--- config.mk ---
export PLATFORM = sky130hd
export DESIGN_NAME = pwr_mode_seq
export DESIGN_NICKNAME = d
export VERILOG_FILES = /design/src/rtl/pwr_mode_pkg.sv /design/src/rtl/pwr_req_check.sv /design/src/rtl/pwr_mode_fsm.sv /design/src/rtl/pwr_ctrl_decode.sv /design/src/rtl/pwr_mode_seq.sv
export SDC_FILE = /design/constraint.sdc
export NUM_CORES = 1
export LEC_CHECK = 0
export BUFFER_PORTS_ARGS = -buffer_cell sky130_fd_sc_hd__buf_2
export CAP_MARGIN = 20
export CORE_MARGIN = 2
export CORE_UTILIZATION = 43
export CTS_CLUSTER_SIZE = 28
export DETAILED_ROUTE_END_ITERATION = 8
export HOLD_SLACK_MARGIN = 0.15
export PLACE_DENSITY = 0.79
export SLEW_MARGIN = 20
export SYNTH_ARGS = -nofsm -noshare
export SYNTH_HDL_FRONTEND = slang
export SYNTH_SLANG_ARGS = --single-unit
--- constraint.sdc ---
create_clock -name clk_i -period 2.5 [get_ports clk_i]
set_input_delay 0.25 -clock clk_i [delete_from_list [all_inputs] [get_ports clk_i]]
set_output_delay 0.25 -clock clk_i [all_outputs]
set_load 0.01 [all_outputs]
--- src/rtl/pwr_mode_pkg.sv ---
package pwr_mode_pkg;

  typedef enum logic [2:0] {
    M_NRUN  = 3'd0,
    M_NWAIT = 3'd1,
    M_NSTOP = 3'd2,
    M_LRUN  = 3'd3,
    M_LWAIT = 3'd4,
    M_LSTOP = 3'd5,
    M_HRUN  = 3'd6
  } pmode_e;

  typedef enum logic [1:0] {
    T_NORM = 2'd0,
    T_LOWP = 2'd1,
    T_HIGH = 2'd2,
    T_RSVD = 2'd3
  } tgt_e;

  typedef struct packed {
    logic core_clk;
    logic periph_clk;
    logic reg_lp;
    logic lvd_en;
    logic intc_en;
    logic intc_clk;
    logic async_wake;
    logic flash_slow;
    logic opt_gate;  // optional clocks follow stop enables
    logic opt_off;   // optional clocks forced off
  } ctrl_t;

  function automatic logic is_run(pmode_e m);
    return (m == M_NRUN) || (m == M_LRUN) || (m == M_HRUN);
  endfunction

  // run mode that a wait/stop mode returns to
  function automatic pmode_e home_of(pmode_e m);
    return ((m == M_LWAIT) || (m == M_LSTOP)) ? M_LRUN : M_NRUN;
  endfunction

endpackage

--- src/rtl/pwr_req_check.sv ---
module pwr_req_check
  import pwr_mode_pkg::*;
(
  input  pmode_e     cur_i,
  input  logic [1:0] tgt_i,
  output logic       legal_o,
  output pmode_e     nxt_o
);
  tgt_e tgt;
  assign tgt = tgt_e'(tgt_i);

  always_comb begin
    legal_o = 1'b0;
    nxt_o   = cur_i;
    if (is_run(cur_i)) begin
      unique case (tgt)
        T_NORM: begin legal_o = 1'b1;              nxt_o = M_NRUN; end
        T_LOWP: begin legal_o = (cur_i != M_HRUN); nxt_o = M_LRUN; end
        T_HIGH: begin legal_o = (cur_i != M_LRUN); nxt_o = M_HRUN; end
        default: begin legal_o = 1'b0;             nxt_o = cur_i;  end
      endcase
      if (!legal_o) nxt_o = cur_i;
    end
  end
endmodule

--- src/rtl/pwr_mode_fsm.sv ---
module pwr_mode_fsm
  import pwr_mode_pkg::*;
(
  input  logic   clk_i,
  input  logic   rst_ni,
  input  logic   sleep_i,
  input  logic   deep_i,
  input  logic   req_v_i,
  input  logic   legal_i,
  input  pmode_e req_nxt_i,
  input  logic   wake_i,
  output pmode_e mode_o,
  output logic   chg_o,
  output logic   err_o
);
  pmode_e mode_q, mode_d;
  logic   chg_q, err_q, err_d;

  always_comb begin
    mode_d = mode_q;
    err_d  = 1'b0;
    if (is_run(mode_q)) begin
      if (req_v_i) begin
        if (legal_i) mode_d = req_nxt_i;
        else         err_d  = 1'b1;
      end else if (sleep_i) begin
        unique case (mode_q)
          M_NRUN:  mode_d = deep_i ? M_NSTOP : M_NWAIT;
          M_LRUN:  mode_d = deep_i ? M_LSTOP : M_LWAIT;
          default: mode_d = mode_q;  // high-speed run: no sleep
        endcase
      end
    end else begin
      err_d = req_v_i;
      if (wake_i) mode_d = home_of(mode_q);
    end
  end

  always_ff @(posedge clk_i or negedge rst_ni) begin
    if (!rst_ni) begin
      mode_q <= M_NRUN;
      chg_q  <= 1'b0;
      err_q  <= 1'b0;
    end else begin
      mode_q <= mode_d;
      chg_q  <= (mode_d != mode_q);
      err_q  <= err_d;
    end
  end

  assign mode_o = mode_q;
  assign chg_o  = chg_q;
  assign err_o  = err_q;
endmodule

--- src/rtl/pwr_ctrl_decode.sv ---
module pwr_ctrl_decode
  import pwr_mode_pkg::*;
#(
  parameter int N_OPT = 2
) (
  input  pmode_e           mode_i,
  input  logic [N_OPT-1:0] stop_en_i,
  input  logic [N_OPT-1:0] src_en_i,
  output ctrl_t            ctrl_o,
  output logic [N_OPT-1:0] opt_clk_o
);
  always_comb begin
    // full-power run defaults
    ctrl_o = '{core_clk: 1'b1, periph_clk: 1'b1, reg_lp: 1'b0, lvd_en: 1'b1,
               intc_en: 1'b1, intc_clk: 1'b1, async_wake: 1'b0, flash_slow: 1'b0,
               opt_gate: 1'b0, opt_off: 1'b0};
    unique case (mode_i)
      M_NRUN, M_HRUN: ;
      M_NWAIT: ctrl_o.core_clk = 1'b0;
      M_NSTOP: begin
        ctrl_o.core_clk   = 1'b0;
        ctrl_o.periph_clk = 1'b0;
        ctrl_o.intc_en    = 1'b0;
        ctrl_o.intc_clk   = 1'b0;
        ctrl_o.async_wake = 1'b1;
        ctrl_o.opt_off    = 1'b1;
      end
      M_LRUN: begin
        ctrl_o.reg_lp     = 1'b1;
        ctrl_o.lvd_en     = 1'b0;
        ctrl_o.flash_slow = 1'b1;
      end
      M_LWAIT: begin
        ctrl_o.core_clk   = 1'b0;
        ctrl_o.reg_lp     = 1'b1;
        ctrl_o.lvd_en     = 1'b0;
        ctrl_o.flash_slow = 1'b1;
      end
      M_LSTOP: begin
        ctrl_o.core_clk   = 1'b0;
        ctrl_o.periph_clk = 1'b0;
        ctrl_o.reg_lp     = 1'b1;
        ctrl_o.lvd_en     = 1'b0;
        ctrl_o.intc_en    = 1'b0;
        ctrl_o.intc_clk   = 1'b0;
        ctrl_o.async_wake = 1'b1;
        ctrl_o.flash_slow = 1'b1;
        ctrl_o.opt_gate   = 1'b1;
      end
      default: begin  // unused code: safest static state
        ctrl_o.core_clk   = 1'b0;
        ctrl_o.periph_clk = 1'b0;
        ctrl_o.intc_en    = 1'b0;
        ctrl_o.intc_clk   = 1'b0;
        ctrl_o.async_wake = 1'b1;
        ctrl_o.opt_off    = 1'b1;
      end
    endcase
  end

  for (genvar i = 0; i < N_OPT; i++) begin : g_opt
    assign opt_clk_o[i] = src_en_i[i] & ~ctrl_o.opt_off & (~ctrl_o.opt_gate | stop_en_i[i]);
  end
endmodule

--- src/rtl/pwr_mode_seq.sv ---
module pwr_mode_seq
  import pwr_mode_pkg::*;
#(
  parameter int N_IRQ = 8,
  parameter int N_OPT = 2
) (
  input  logic             clk_i,
  input  logic             rst_ni,
  input  logic             sleep_req_i,
  input  logic             deep_sel_i,
  input  logic             mode_req_valid_i,
  input  logic [1:0]       mode_req_i,
  input  logic [N_IRQ-1:0] wake_irq_i,
  input  logic [N_IRQ-1:0] irq_en_i,
  input  logic [N_OPT-1:0] stop_en_i,
  input  logic [N_OPT-1:0] src_en_i,
  output logic             core_clk_en_o,
  output logic             periph_clk_en_o,
  output logic [N_OPT-1:0] opt_clk_en_o,
  output logic             reg_lp_o,
  output logic             lvd_en_o,
  output logic             intc_en_o,
  output logic             intc_clk_en_o,
  output logic             async_wake_en_o,
  output logic             flash_slow_o,
  output logic [2:0]       mode_o,
  output logic             mode_chg_o,
  output logic             req_err_o
);
  pmode_e mode;
  pmode_e req_nxt;
  logic   req_legal;
  logic   wake_any;
  ctrl_t  ctrl;

  assign wake_any = |(wake_irq_i & irq_en_i);

  pwr_req_check u_req (
    .cur_i   (mode),
    .tgt_i   (mode_req_i),
    .legal_o (req_legal),
    .nxt_o   (req_nxt)
  );

  pwr_mode_fsm u_fsm (
    .clk_i     (clk_i),
    .rst_ni    (rst_ni),
    .sleep_i   (sleep_req_i),
    .deep_i    (deep_sel_i),
    .req_v_i   (mode_req_valid_i),
    .legal_i   (req_legal),
    .req_nxt_i (req_nxt),
    .wake_i    (wake_any),
    .mode_o    (mode),
    .chg_o     (mode_chg_o),
    .err_o     (req_err_o)
  );

  pwr_ctrl_decode #(.N_OPT(N_OPT)) u_dec (
    .mode_i    (mode),
    .stop_en_i (stop_en_i),
    .src_en_i  (src_en_i),
    .ctrl_o    (ctrl),
    .opt_clk_o (opt_clk_en_o)
  );

  assign mode_o          = mode;
  assign core_clk_en_o   = ctrl.core_clk;
  assign periph_clk_en_o = ctrl.periph_clk;
  assign reg_lp_o        = ctrl.reg_lp;
  assign lvd_en_o        = ctrl.lvd_en;
  assign intc_en_o       = ctrl.intc_en;
  assign intc_clk_en_o   = ctrl.intc_clk;
  assign async_wake_en_o = ctrl.async_wake;
  assign flash_slow_o    = ctrl.flash_slow;
endmodule

# ---- Word-level counts from Yosys, hierarchy flattened
# Cells that the tools add are included.
dict set report word_totals {
  ff_bits 5
  latch_bits 0
  mem_bits_rw 0
  rom_bits 0
  mem_count 0
}
dict set report op_classes {
  n_addsub 0
  n_mul 0
  div_mod_pow 0
  order_cmp 0
  n_eq_ne 10
  n_shift 0
  muxes 23
  bitwise 8
  n_reduce_logical 10
}
# op count
set ops {}
lappend ops {{two-way mux 3 bit} 7}
lappend ops {{two-way mux 1 bit} 10}
lappend ops {{== test 3 bit (second input constant)} 3}
lappend ops {{case mux 3 bit (3 select lines)} 1}
lappend ops {{bitwise AND 8 bit} 1}
lappend ops {{OR reduction 8 bit} 1}
lappend ops {{two-way mux 2 bit} 3}
lappend ops {{case mux 3 bit (2 select lines)} 1}
lappend ops {{OR reduction 3 bit} 2}
lappend ops {{OR reduction 6 bit} 1}
lappend ops {{OR reduction 5 bit} 1}
lappend ops {{bitwise AND 1 bit} 4}
lappend ops {{== test 3 x 1 -> 1 bit (second input constant)} 1}
lappend ops {{== test 3 x 2 -> 1 bit (second input constant)} 1}
lappend ops {{zero test 3 bit} 1}
lappend ops {{logical OR 1 bit} 3}
lappend ops {{!= test 3 x 2 -> 1 bit (second input constant)} 1}
lappend ops {{!= test 3 bit} 1}
lappend ops {{!= test 3 bit (second input constant)} 1}
lappend ops {{case mux 1 bit (3 select lines)} 1}
lappend ops {{== test 2 x 1 -> 1 bit (second input constant)} 1}
lappend ops {{== test 2 bit (second input constant)} 1}
lappend ops {{zero test 2 bit} 1}
lappend ops {{bitwise OR 1 bit} 2}
lappend ops {{NOT 1 bit} 1}

# ---- Logic depth before layout (Yosys ltp)
# Gate-level depths: netlist (run 1).
dict set report logic_depth {
  depth_word 9
  mapped_depth 8
  ltp_nobuf 8
}

# ---- Modules after synthesis
# Synthesis (run 1) repeated with hierarchy kept, for this count alone.
dict set report hier_totals {
  cells_unflattened 128
  area_unflattened_um2 991.0
}
# mod instances cells_per_inst area_each_um2
set modules_own_cells {}
lappend modules_own_cells {pwr_mode_fsm 1 67 556.8}
lappend modules_own_cells {pwr_req_check 1 34 241.5}
lappend modules_own_cells {pwr_ctrl_decode 1 22 156.4}
lappend modules_own_cells {pwr_mode_seq 1 5 36.3}

# ---- Worst setup path after synthesis (run 1)
# Ideal clock, no wire load.
dict set report synth_timing {
  path_kind {flip-flop to flip-flop}
  start {register u_fsm.mode_q[1] (netlist: u_fsm.mode_o[1])}
  end {register u_fsm.chg_q (netlist: u_fsm.chg_o)}
  setup_ps 66
  arrival_ps 1989
  path_slack_ps 445
  stages_incl_launch_ff 8
  cell_sequence {dfrtp_1 -> buf_6 -> xor2_1 -> o21a_1 -> or4b_4 -> or3_1 -> a31oi_1 -> a221o_1}
}
dict set report synth_between {
  elab_chain_len 8
  elab_cells_between_ends 23
  classes_between {eq/ne: 7; mux: 12; reduce/logical: 4}
}
# element line_no
set synth_rtl {}
lappend synth_rtl {{from (decl)} pwr_mode_fsm.sv:16} ;# pmode_e mode_q, mode_d;
lappend synth_rtl {{from (signal assigned)} pwr_mode_fsm.sv:45} ;# mode_q <= mode_d;
lappend synth_rtl {{!= test 3 x 2 -> 1 bit (tied with other cells)} pwr_req_check.sv:19} ;# T_HIGH: begin legal_o = (cur_i != M_LRUN); nxt_o = M_HRUN; end
lappend synth_rtl {{case mux 1 bit (3 select lines) or logical OR 1 bit (tied branches)} {pwr_req_check.sv:16, pwr_mode_pkg.sv:34}}
lappend synth_rtl {{two-way mux 1 bit or logical OR 1 bit (tied branches)} {pwr_req_check.sv:15, pwr_mode_pkg.sv:34}}
lappend synth_rtl {{two-way mux 3 bit or two-way mux 1 bit (tied branches)} {pwr_req_check.sv:22, pwr_req_check.sv:15}}
lappend synth_rtl {{two-way mux 3 bit} pwr_mode_fsm.sv:24} ;# if (legal_i) mode_d = req_nxt_i;
lappend synth_rtl {{two-way mux 3 bit} pwr_mode_fsm.sv:23} ;# if (req_v_i) begin
lappend synth_rtl {{two-way mux 3 bit} pwr_mode_fsm.sv:22} ;# if (is_run(mode_q)) begin
lappend synth_rtl {{!= test 3 bit (*)} pwr_mode_fsm.sv:46} ;# chg_q <= (mode_d != mode_q);
lappend synth_rtl {{to (signal assigned)} pwr_mode_fsm.sv:46}
lappend synth_rtl {{to (decl)} pwr_mode_fsm.sv:17} ;# logic chg_q, err_q, err_d;
# Every way passes the cells marked *; elsewhere a longest branch is shown, timed or not. The select of a mux whose other input is x is not followed.

# ---- Worst setup path in the final report (run 1)
dict set report layout_timing {
  start {register u_fsm.mode_q[2] (netlist: u_fsm.mode_o[2])}
  end {register u_fsm.chg_q (netlist: u_fsm.chg_o)}
}
# The elaborated chain is that of the path after synthesis.

==> results of run 1 <==
==> worst paths after layout <==
kind | slack, ps | from | end
min in group clk_i | 360 | mode_req_valid_i | u_fsm.err_o$_DFF_PN0_
worst max register to register | 250 | u_fsm.mode_o[2]$_DFF_PN0_ | u_fsm.chg_o$_DFF_PN0_
worst max-delay path | 250 | u_fsm.mode_o[2]$_DFF_PN0_ | u_fsm.chg_o$_DFF_PN0_
max in group asynchronous | 2020 | rst_ni | u_fsm.err_o$_DFF_PN0_
worst min-delay path | 350 | rst_ni | u_fsm.chg_o$_DFF_PN0_
worst min register to register | 800 | u_fsm.mode_o[1]$_DFF_PN0_ | u_fsm.mode_o[0]$_DFF_PN0_
==> placed cells by master, fill, tap and decap left out, types with 2 or more instances in the layout <==
cell type   n
nor2b_1     6
dfrtp_1     5
inv_1       7
nand2b_1    2
clkbuf_4    3
a31oi_1     2
a22oi_1     4
o22ai_1     2
nor2_1     10
or3_1       2
buf_4       4
a21oi_1     4
nand2_1     6
o21ai_0     3
buf_2      41
o211ai_1    3
nand4b_1    2
o311ai_1    2
ha_1        4
==> sequential cells by signal, summed over array words and instances, names as in the netlist <==
register	cells
u_fsm.mode_o	3
u_fsm.chg_o	1
u_fsm.err_o	1
==> metal layers <==
| layer | routed length [um] | vias up | global-route usage (%) |
|---|---|---|---|
| li1 | - | 436 | - |
| met2 | 1040 | 27 | 40.9 |
| met4 | 10 | 0 | 9.41 |
| met1 | 810 | 396 | 25.4 |
| met3 | 110 | 2 | 1.60 |
| met5 | 0 | - | 0 |
==> layout make-up <==
type / count / area (sq um)
Multi-Input combinational cell: 75 / 507
Sequential cell: 5 / 125
Inverter: 8 / 30.0
Timing Repair Buffer: 46 / 245
Tap cell: 16 / 20.0
Clock inverter: 1 / 5.00
Fill cell: 161 / 587
Clock buffer: 3 / 22.5
==> stage by stage <==
stage | total power, uW | worst slack, ps | hold slack, ps | utilization (%)
global route | 1130 | 165 | 369 | 61.9
finish | 1030 | 252 | 348 | 61.9
detailed placement | 933 | 291 | 70.0 | 59.5
floorplan | 723 | 445 | -45.6 | -
CTS | 1030 | 285 | 339 | 61.9
global placement | 915 | 345 | 64.1 | 59.5
==> power groups by stage <==
stage               Clock [uW]  Combinational [uW]  Sequential (uW)
floorplan                    0                 571              152
global placement             0                 754              161
detailed placement           0                 769              164
CTS                       99.6                 772              163
global route               105                 851              171
finish                    94.9                 770              165
==> worst max-delay path, delay by kind of cell (launching register included) <==
family	cells	cell delay, ps
AND/OR/NAND/NOR	3	1180
AO/OA/AOI/OAI	3	520
flip-flops	1	490
==> repair_timing <==
item                                   4_1_cts  5_1_grt
setup buffers                                0        0
resized for setup                            0        0
endpoints found under the hold margin        5        0
hold buffers                                 1        0
==> logic make-up after synthesis <==
kind of cell | after synthesis
AO/OA/AOI/OAI | 29
XOR/XNOR | 1
adder cells (fa/ha/maj) | 4
buffers and inverters | 17
flip-flops | 5
multiplexers | 1
AND/OR/NAND/NOR | 40
==> impl_results.md, run 1 <==
- CTS buffer count: 3
- Initial core utilization: 46.4%
- Net count after synthesis: 128
- Critical path class: reg2reg
- Post-route ant nets: 0
- Skew final: 0.118 ps
- CTS HTree Levels: 1
- Largest stage delay, worst path: 490 ps
- Setup crit start kind: flip-flop
- Placed Cells incl. Taps: 149
- Slowest CP cell: dfrtp_1
- Core Rows: 14
- Register-to-Register Path Depth: 6
- Worst-path clk slew: 50 ps
- Static Leak: 0.000486 uW
- Combinational power share: 74.8%
- Area post-placement: 917 sq um
- CP Max Fanout: 9
- Mean Syn Cell Area: 7.38 sq um
- TritonRoute pass-1 iters: 4
- Top cells by area, synth: dfrtp_1 17%, ha_1 7.0%, nor2_1 5.2%
- Worst EP arrival: 2430 ps
- Vias in the first global route: 856
- Final setup vio count: 0
- Non-Filler Instances: 154
- HP Class: in2async
- Vias: 861
- Synth Area in Simple Gates: 32.9%
- Cell-by-cell trace of the critical path: nand3b_1, o21a_1, or4b_4, or3_1, a31oi_1, a221o_1
- DIE WIDTH: 44.8 um
- Psw: 515 uW
- Post-route design area: 955 sq um
- Aggregate global-route resource usage: 21.9%
- Drt drc: 0
- Initial antenna violation count: 0
- Synth cell count leaders: 10 x nor2_1, 7 x inv_1, 6 x nand2_1, 6 x nor2b_1, 5 x dfrtp_1
- Max Freq: 445 MHz
- Fin nets: 170
- Post-Syn Instances: 97
- Flop pwr share: 16.0%
- Pint: 515 uW
- Compound-Gate Fraction of Synth Area: 28.3%
- TritonCTS Sinks: 5
- Synth area leader: dfrtp_1
- Die ar.: 2010 sq um
- Synth top area share: 17.5%
- Xor-xnor portion of the synthesized cell area: 1.22%
- First-pass GRT wire length: 3380 um
- Total grt overflow: 0
- Sw Share: 50.0%
- Max VDD drop: 0.381 mV
- Max-slew headroom: 73.6%
- Fin. Hold Viols: 0
- Cell with the most instances after synthesis: nor2_1
- DRT iter0 DRCs: 15
- Num ports: 42
- Port-buffer cells: 41
- Status: finished, final reports clean
- Die Y-Extent: 44.8 um
- Fin. max-slew vios: 0
- Worst setup EP type: flip-flop
- Synth Register Bits: 5
- Synth Area in Adders: 6.99%
- DP Wirelength: 1640 um
- Synthesis warning total: 0
- Sequential share of the synthesized area: 17.5%
- Max-cap violations: 0
- Worst-Skew Late Latency: 240 ps
- Root Buffer: clkbuf_4
- Part of the cycle the worst path needs: 89.9%
- Layout cells sized above 1: 38.4%
- Synth unique cells: 45
- WP data required: 2680 ps
- Number of synthesized flops with an enable pin: 0
- Largest family of logic cells by synthesized area: simple AND/OR/NAND/NOR gates
- Core box area: 1540 sq um
- TritonCTS clock tree: built
- Final setup TNS: 0 ps
- Pwr Density: 1080 nW/um^2
- Final WL: 1970 um
- Slew @ Worst Pin: 386 ps
- Post-synthesis async set-or-reset flop share: 100%
- Via/cell ratio: 5.59
- Number of diodes: 0
- Main synth FF type: dfrtp_1
- Min Tclk post-route: 2250 ps
- Mapped cell area: 716 sq um
- Clk pwr share: 9.2%
- CTS max path bufs: 2
- Area grow syn2layout: 33.4%
- GPL Wtd Cong: 0.854
- Post-synthesis mux area share: 1.40%
- Largest net degree at the start of global routing: 15
- WL/cell: 12.8 um
- RSZ-0062 raised after global routing: false
(Power assumes the default switching activity.)
==> run 2: changes to the inputs <==
--- a/config.mk
+++ b/config.mk
@@ -7,12 +7,14 @@
 export LEC_CHECK = 0
 export BUFFER_PORTS_ARGS = -buffer_cell sky130_fd_sc_hd__buf_2
 export CAP_MARGIN = 20
+export CELL_PAD_IN_SITES_DETAIL_PLACEMENT = 1
+export CELL_PAD_IN_SITES_GLOBAL_PLACEMENT = 1
 export CORE_MARGIN = 2
-export CORE_UTILIZATION = 43
-export CTS_CLUSTER_SIZE = 28
+export CORE_UTILIZATION = 29
+export CTS_CLUSTER_SIZE = 12
 export DETAILED_ROUTE_END_ITERATION = 8
 export HOLD_SLACK_MARGIN = 0.15
-export PLACE_DENSITY = 0.79
+export PLACE_DENSITY_LB_ADDON = 0.1
 export SLEW_MARGIN = 20
 export SYNTH_ARGS = -nofsm -noshare
 export SYNTH_HDL_FRONTEND = slang
==> run 2 against run 1 <==
Net effect: first-iteration DRC count fell by 20%; count of clock-buffer cells in the layout did not move; non-clock buffer count stayed put; final cell count increased by 7.8%; critical path depth is the same; sequential share of layout area fell by 0.20 points; total power increased by 2.4%.
==> impl_results.md, run 2 (same netlist as run 1, synthesis figures left out) <==
- Post-Route Utilization: 42.6% (-19 points)
- HP Class: in2async
- Final WL: 2310 um (+17%)
- Root Buffer: clkbuf_4
- Max-cap violations: 0 (unchanged)
- Max Freq: 453 MHz (+1.9%)
- Pwr Density: 1090 nW/um^2 (+0.83%)
- Max-slew headroom: 72.7% (-0.92 points)
- Setup crit start kind: flip-flop
- Placed Cells incl. Taps: 161 (+8.1%)
- Port-buffer cells: 41 (unchanged)
- Fin. Hold Viols: 0 (unchanged)
- Setup crit end: u_fsm.chg_o$_DFF_PN0_
- WL/cell: 13.9 um (+8.9%)
- Skew final: 1.61 ps (+1.49 ps)
- Area post-placement: 932 sq um (+1.6%)
- DP Wirelength: 1960 um (+19%)
- Min Tclk post-route: 2210 ps (-42.4 ps)
- Clk pwr share: 9.5% (+0.3 points)
- Core Rows: 17 (+3)
- Vias in the first global route: 913 (+6.7%)
- Largest stage delay, worst path: 490 ps (about the same)
- DRT iter0 DRCs: 12 (-3)
- DIE WIDTH: 53.7 um (+20%)
- Drt drc: 0 (unchanged)
- Sw Share: 51.2% (+1.2 points)
- Fin. max-slew vios: 0 (unchanged)
- Initial antenna violation count: 0 (unchanged)
- Non-Filler Instances: 166 (+7.8%)
- Most frequent cells in the layout: 41 x buf_2, 10 x nor2_1, 7 x inv_1
- CTS buffer count: 3 (unchanged)
- CTS HTree Levels: 1 (unchanged)
- CTS max path bufs: 2 (unchanged)
- Psw: 540 uW (+4.9%)
- Core box area: 2280 sq um (+48%)
- Fillers: 296 (+84%)
- Area grow syn2layout: 35.5%
- TritonRoute pass-1 iters: 4 (unchanged)
- WP data required: 2700 ps (+20 ps)
- Slowest CP cell: dfrtp_1
- Worst-path clk slew: 50 ps (about the same)
- CP Max Fanout: 9 (unchanged)
- Cell-by-cell trace of the critical path: nand3b_1, o21a_1, or4b_4, or3_1, a31oi_1, a221o_1
- Commonest non-fill, non-tap cell in the layout: buf_2
- CTS Hold Bufs: 1 (unchanged)
- Die ar.: 2880 sq um (+44%)
- GPL Wtd Cong: 0.878 (+2.8%)
- Register-to-Register Path Depth: 6 (unchanged)
- Worst reg2reg startpoint: u_fsm.mode_o[2]$_DFF_PN0_
- Slew @ Worst Pin: 399 ps (+13.5 ps)
- Postcts setup bufs: 0 (unchanged)
- FF+latch area: 125 sq um (unchanged)
- Final setup TNS: 0 ps (unchanged)
- Part of the cycle the worst path needs: 88.2% (-1.7 points)
- Pint: 515 uW (about the same)
- Die Y-Extent: 53.7 um (+20%)
- Critical path class: reg2reg
- Final setup vio count: 0 (unchanged)
- Crit. Startpoint: u_fsm.mode_o[2]$_DFF_PN0_
- Worst setup EP type: flip-flop
- TritonCTS Sinks: 5 (unchanged)
- Combinational power share: 73.7% (-1.1 points)
- Total grt overflow: 0 (unchanged)
- Initial core utilization: 31.4% (-15 points)
- Fin nets: 170 (unchanged)
- Post-route design area: 970 sq um (+1.6%)
- Via/cell ratio: 5.34 (-4.4%)
- Flop pwr share: 16.8% (+0.8 points)
- Layout cells sized above 1: 38.4% (unchanged)
- Vias: 887 (+3.0%)
- Worst-Skew Late Latency: 260 ps (+20 ps)
- Aggregate global-route resource usage: 18.5% (-3.4 points)
- RSZ-0062 raised after global routing: false
- Max reg flops: 3 (unchanged)
- First-pass GRT wire length: 3970 um (+17%)
- Reg2reg end: u_fsm.chg_o$_DFF_PN0_
- Number of diodes: 0 (unchanged)
- Worst EP arrival: 2400 ps (-30 ps)
- Static Leak: 0.000486 uW (unchanged)
- Post-cts sizing count: 0 (unchanged)
- Setup slack at placement: 315 ps (+24.8 ps)
- Status: finished, final reports clean
- Max VDD drop: 0.518 mV (+36%)
- Post-route setup slack: 294 ps (+42.4 ps)
- Num ports: 42 (unchanged)
- TritonCTS clock tree: built
- Largest net degree at the start of global routing: 13 (-2)
- Area occupied by multi-input gates: 507 sq um (unchanged)
- Post-route ant nets: 0 (unchanged)
- R2R setup slack: 290 ps (+40 ps)
-- run 2: cell counts in the layout (fill, tap and decap cells not counted) --
Identical to the previous run, type by type.
-- run 2: cell type report --
type                    instances  share of cell area [%]
well taps                      28                    3.61
clock inverters                 1                   0.516
flip-flops and latches          5                    12.9
multi-input cells              75                    52.3
repair buffers                 46                    25.3
clock buffers                   3                    2.32
inverters                       8                    3.10
-- run 2: power by group through the flow --
stage	Sequential, uW	Combinational [uW]	Clock, uW
floorplan	152	571	0
global placement	178	771	0
detailed placement	179	783	0
CTS	177	788	100
global route	187	875	108
finish	177	777	100
-- run 2: critical path: cells and delay by family (launching register included) --
kind | cells | cell delay [ps]
and+or+nand+nor | 3 | 1160
AOI/OAI and AO/OA | 3 | 480
DFF | 1 | 490
-- run 2: metal layers --
metal / GRT usage (%) / wire length (um) / vias to the layer above
li1: - / - / 434
met1: 21.9 / 990 / 429
met2: 34.3 / 1220 / 22
met3: 1.67 / 74 / 2
met4: 6.41 / 28 / 0
met5: 0 / 0 / -
-- run 2: how the worst min path moves through the flow --
stage	end	slack, ps
after floorplan	u_fsm.chg_o$_DFF_PN0_	-50
after global placement	u_fsm.err_o$_DFF_PN0_	70
after detailed placement	u_fsm.err_o$_DFF_PN0_	70
after CTS	u_fsm.chg_o$_DFF_PN0_	350
after global routing	u_fsm.mode_o[1]$_DFF_PN0_	360
final	u_fsm.mode_o[1]$_DFF_PN0_	340
-- run 2: per-stage QoR --
| step | power (uW) | hold slack (ps) |
|---|---|---|
| final | 1050 | 343 |
| after global routing | 1170 | 362 |
| after CTS | 1070 | 347 |
| after detailed placement | 962 | 70.0 |
| after global placement | 949 | 66.6 |
| after floorplan | 723 | -45.6 |
==> run 3: changes to the inputs <==
--- a/config.mk
+++ b/config.mk
@@ -5,12 +5,13 @@
 export SDC_FILE = /design/constraint.sdc
 export NUM_CORES = 1
 export LEC_CHECK = 0
+export ABC_AREA = 1
 export BUFFER_PORTS_ARGS = -buffer_cell sky130_fd_sc_hd__buf_2
 export CAP_MARGIN = 20
 export CELL_PAD_IN_SITES_DETAIL_PLACEMENT = 1
 export CELL_PAD_IN_SITES_GLOBAL_PLACEMENT = 1
 export CORE_MARGIN = 2
-export CORE_UTILIZATION = 29
+export CORE_UTILIZATION = 26
 export CTS_CLUSTER_SIZE = 12
 export DETAILED_ROUTE_END_ITERATION = 8
 export HOLD_SLACK_MARGIN = 0.15
==> run 3 against run 2 <==
Net effect: sequential share of layout area increased by 0.93 points; clock skew decreased by 1.1 ps; sequential cell count did not move; count of clock-buffer cells in the layout increased by 1; critical path type unchanged; die area increased by 4.2%; fmax rose by 13%; largest cell class unchanged; final cell count grew 8.4%; combinational power shrank 6.9%; critical endpoint unchanged.
==> impl_results.md, run 3 <==
- First-pass GRT wire length: 3420 um (-14%)
- Worst-path clk slew: 40 ps (about the same)
- Status: finished, final reports clean
- Max VDD drop: 0.531 mV (+2.4%)
- Synth area leader: nand2_1
- Min Tclk post-route: 1950 ps (-255 ps)
- Drt drc: 0 (unchanged)
- Final setup vio count: 0 (unchanged)
- Commonest non-fill, non-tap cell in the layout: buf_2
- Final setup TNS: 0 ps (unchanged)
- Worst EP arrival: 2090 ps (-310 ps)
- Aggregate global-route resource usage: 16.3% (-2.2 points)
- Number of synthesized flops with an enable pin: 0 (unchanged)
- Num ports: 42 (unchanged)
- Fillers: 360 (+22%)
- HP Class: in2reg
- Pint: 449 uW (-13%)
- TritonCTS clock tree: built
- CTS max path bufs: 2 (unchanged)
- Main synth FF type: dfrtp_1
- Synth Register Bits: 5 (unchanged)
- Clk pwr share: 9.7% (+0.2 points)
- Via/cell ratio: 4.58 (-14%)
- CTS buffer count: 3 (unchanged)
- Combinational power share: 72.4% (-1.3 points)
- Total grt overflow: 0 (unchanged)
- Area grow syn2layout: 34.9%
- Initial antenna violation count: 0 (unchanged)
- CTS HTree Levels: 1 (unchanged)
- Critical path class: reg2reg
- Layout cells sized above 1: 39.3% (+0.93 points)
- Port-buffer cells: 41 (unchanged)
- Most frequent cells in the layout: 41 x buf_2, 39 x nand2_1, 13 x inv_1
- Max Freq: 513 MHz (+13%)
- Sequential share of the synthesized area: 18.7% (+1.2 points)
- Post-Route Utilization: 36.9% (-5.8 points)
- Area post-placement: 868 sq um (-6.8%)
- RSZ-0062 raised after global routing: false
- Part of the cycle the worst path needs: 78.0% (-10 points)
- Post-route setup slack: 550 ps (+255 ps)
- Synth unique cells: 24 (-47%)
- CP Max Fanout: 11 (+2)
- Fin. Hold Viols: 0 (unchanged)
- Mean Syn Cell Area: 6.15 sq um (-17%)
- Area occupied by multi-input gates: 428 sq um (-16%)
- Die Y-Extent: 54.8 um (+2.1%)
- Fin nets: 182 (+7.1%)
- Static Leak: 0.000552 uW (+14%)
- Final WL: 2030 um (-12%)
- Top cells by area, synth: nand2_1 22%, dfrtp_1 19%, ha_1 7.5%
- TritonCTS Sinks: 5 (unchanged)
- Skew final: 0.523 ps (-1.08 ps)
- GPL Wtd Cong: 0.869 (-0.97%)
- WP data required: 2640 ps (-60 ps)
- Synth cell count leaders: 39 x nand2_1, 13 x inv_1, 9 x nand3_1
- Net count after synthesis: 140 (+9.4%)
- Synthesis warning total: 0 (unchanged)
- Vias: 824 (-7.1%)
- DIE WIDTH: 54.8 um (+2.1%)
- Vias in the first global route: 840 (-8.0%)
- Post-route design area: 905 sq um (-6.7%)
- FF+latch area: 125 sq um (unchanged)
- Core Rows: 18 (+1)
- Pwr Density: 1100 nW/um^2 (+1.5%)
- Post-cts sizing count: 0 (unchanged)
- Postcts setup bufs: 0 (unchanged)
- Design Power: 998 uW (-5.3%)
- Fin. max-slew vios: 0 (unchanged)
- Die ar.: 3000 sq um (+4.2%)
- WL/cell: 11.3 um (-19%)
- Cell with the most instances after synthesis: nand2_1
- Post-synthesis async set-or-reset flop share: 100% (unchanged)
- Number of diodes: 0 (unchanged)
- Worst setup EP type: flip-flop
- Initial core utilization: 27.3% (-4.1 points)
- Synth top area share: 21.8% (+4.3 points)
- DRT iter0 DRCs: 4 (-8)
- Worst-Skew Late Latency: 250 ps (about the same)
- Core box area: 2450 sq um (+7.9%)
- CTS Hold Bufs: 1 (unchanged)
- Largest net degree at the start of global routing: 12 (-1)
- Slew @ Worst Pin: 444 ps (+45.1 ps)
- Flop pwr share: 17.9% (+1.1 points)
- Post-route ant nets: 0 (unchanged)
- Sw Share: 55.0% (+3.8 points)
- Max reg flops: 3 (unchanged)
- Setup slack at placement: 537 ps (+222 ps)
- Psw: 549 uW (+1.8%)
- Root Buffer: clkbuf_4
- Max-cap violations: 0 (unchanged)
- DP Wirelength: 1770 um (-9.3%)
- Setup crit start kind: flip-flop
- Post-Syn Instances: 109 (+12%)
- Max-slew headroom: 70.4% (-2.3 points)
- Mapped cell area: 671 sq um (-6.3%)
- TritonRoute pass-1 iters: 3 (-1)
## run 3: worst paths after layout
kind | start | endpoint | slack (ps) | depth (start not counted)
max | u_fsm.mode_o[1]$_DFF_PN0_ | u_fsm.chg_o$_DFF_PN0_ | 550 | 15
min | mode_req_valid_i | u_fsm.err_o$_DFF_PN0_ | 280 | 3
max reg2reg | u_fsm.mode_o[1]$_DFF_PN0_ | u_fsm.chg_o$_DFF_PN0_ | 550 | 15
min reg2reg | u_fsm.mode_o[0]$_DFF_PN0_ | u_fsm.chg_o$_DFF_PN0_ | 740 | 4
max in group asynchronous | rst_ni | u_fsm.err_o$_DFF_PN0_ | 2030 | 2
min in group asynchronous | rst_ni | u_fsm.chg_o$_DFF_PN0_ | 340 | 2
## run 3: critical path, stage by stage (launching register included)
cell     delay (ps)
dfrtp_1         610
inv_4            90
nand3_1         110
nand2_2          60
nor2_4          180
nor2_4           60
nand2_4          80
nand2_1          60
nand2_1          60
nand2_1          40
nand2_1          90
nand2_1          70
nand2_1          60
nand2_1          60
nor2_1          120
nand2_1          60
## run 3: layout make-up
type,count,share of cell area (%)
Tap cell,30,4.15
Timing Repair Buffer,42,23.8
Multi-Input combinational cell,81,47.3
Sequential cell,5,13.8
Inverter,18,8.02
Clock buffer,4,2.90
## run 3: per-layer routing
metal,vias up,global-route usage (%),share of wire (%)
met4,0,5.83,1.5
met3,4,6.01,6.9
met2,25,29.6,51
met1,371,16.9,41
li1,424,-,-
met5,-,0,0
## run 3: logic make-up (layout without fill, tap and decap cells)
family	count (synthesis)	after routing	synth area share [%]
simple gates	66	66	45.5
fa+ha+maj	4	4	7.46
flops	5	5	18.7
compound gates	11	11	10.8
buf+inv	23	64	17.5
## run 3: power by group through the flow
stage,sequential [uW],clock [uW],combinational (uW)
floorplan,155,0,573
global placement,179,0,722
finish,178,97.0,723
detailed placement,181,0,738
global route,187,105,837
CTS,179,98.8,742
## run 3: per-stage QoR
stage	hold slack, ps	cells
after floorplan	-45.6	109
after global routing	320	180
after global placement	72.3	175
final	284	180
after detailed placement	73.5	175
after CTS	276	180
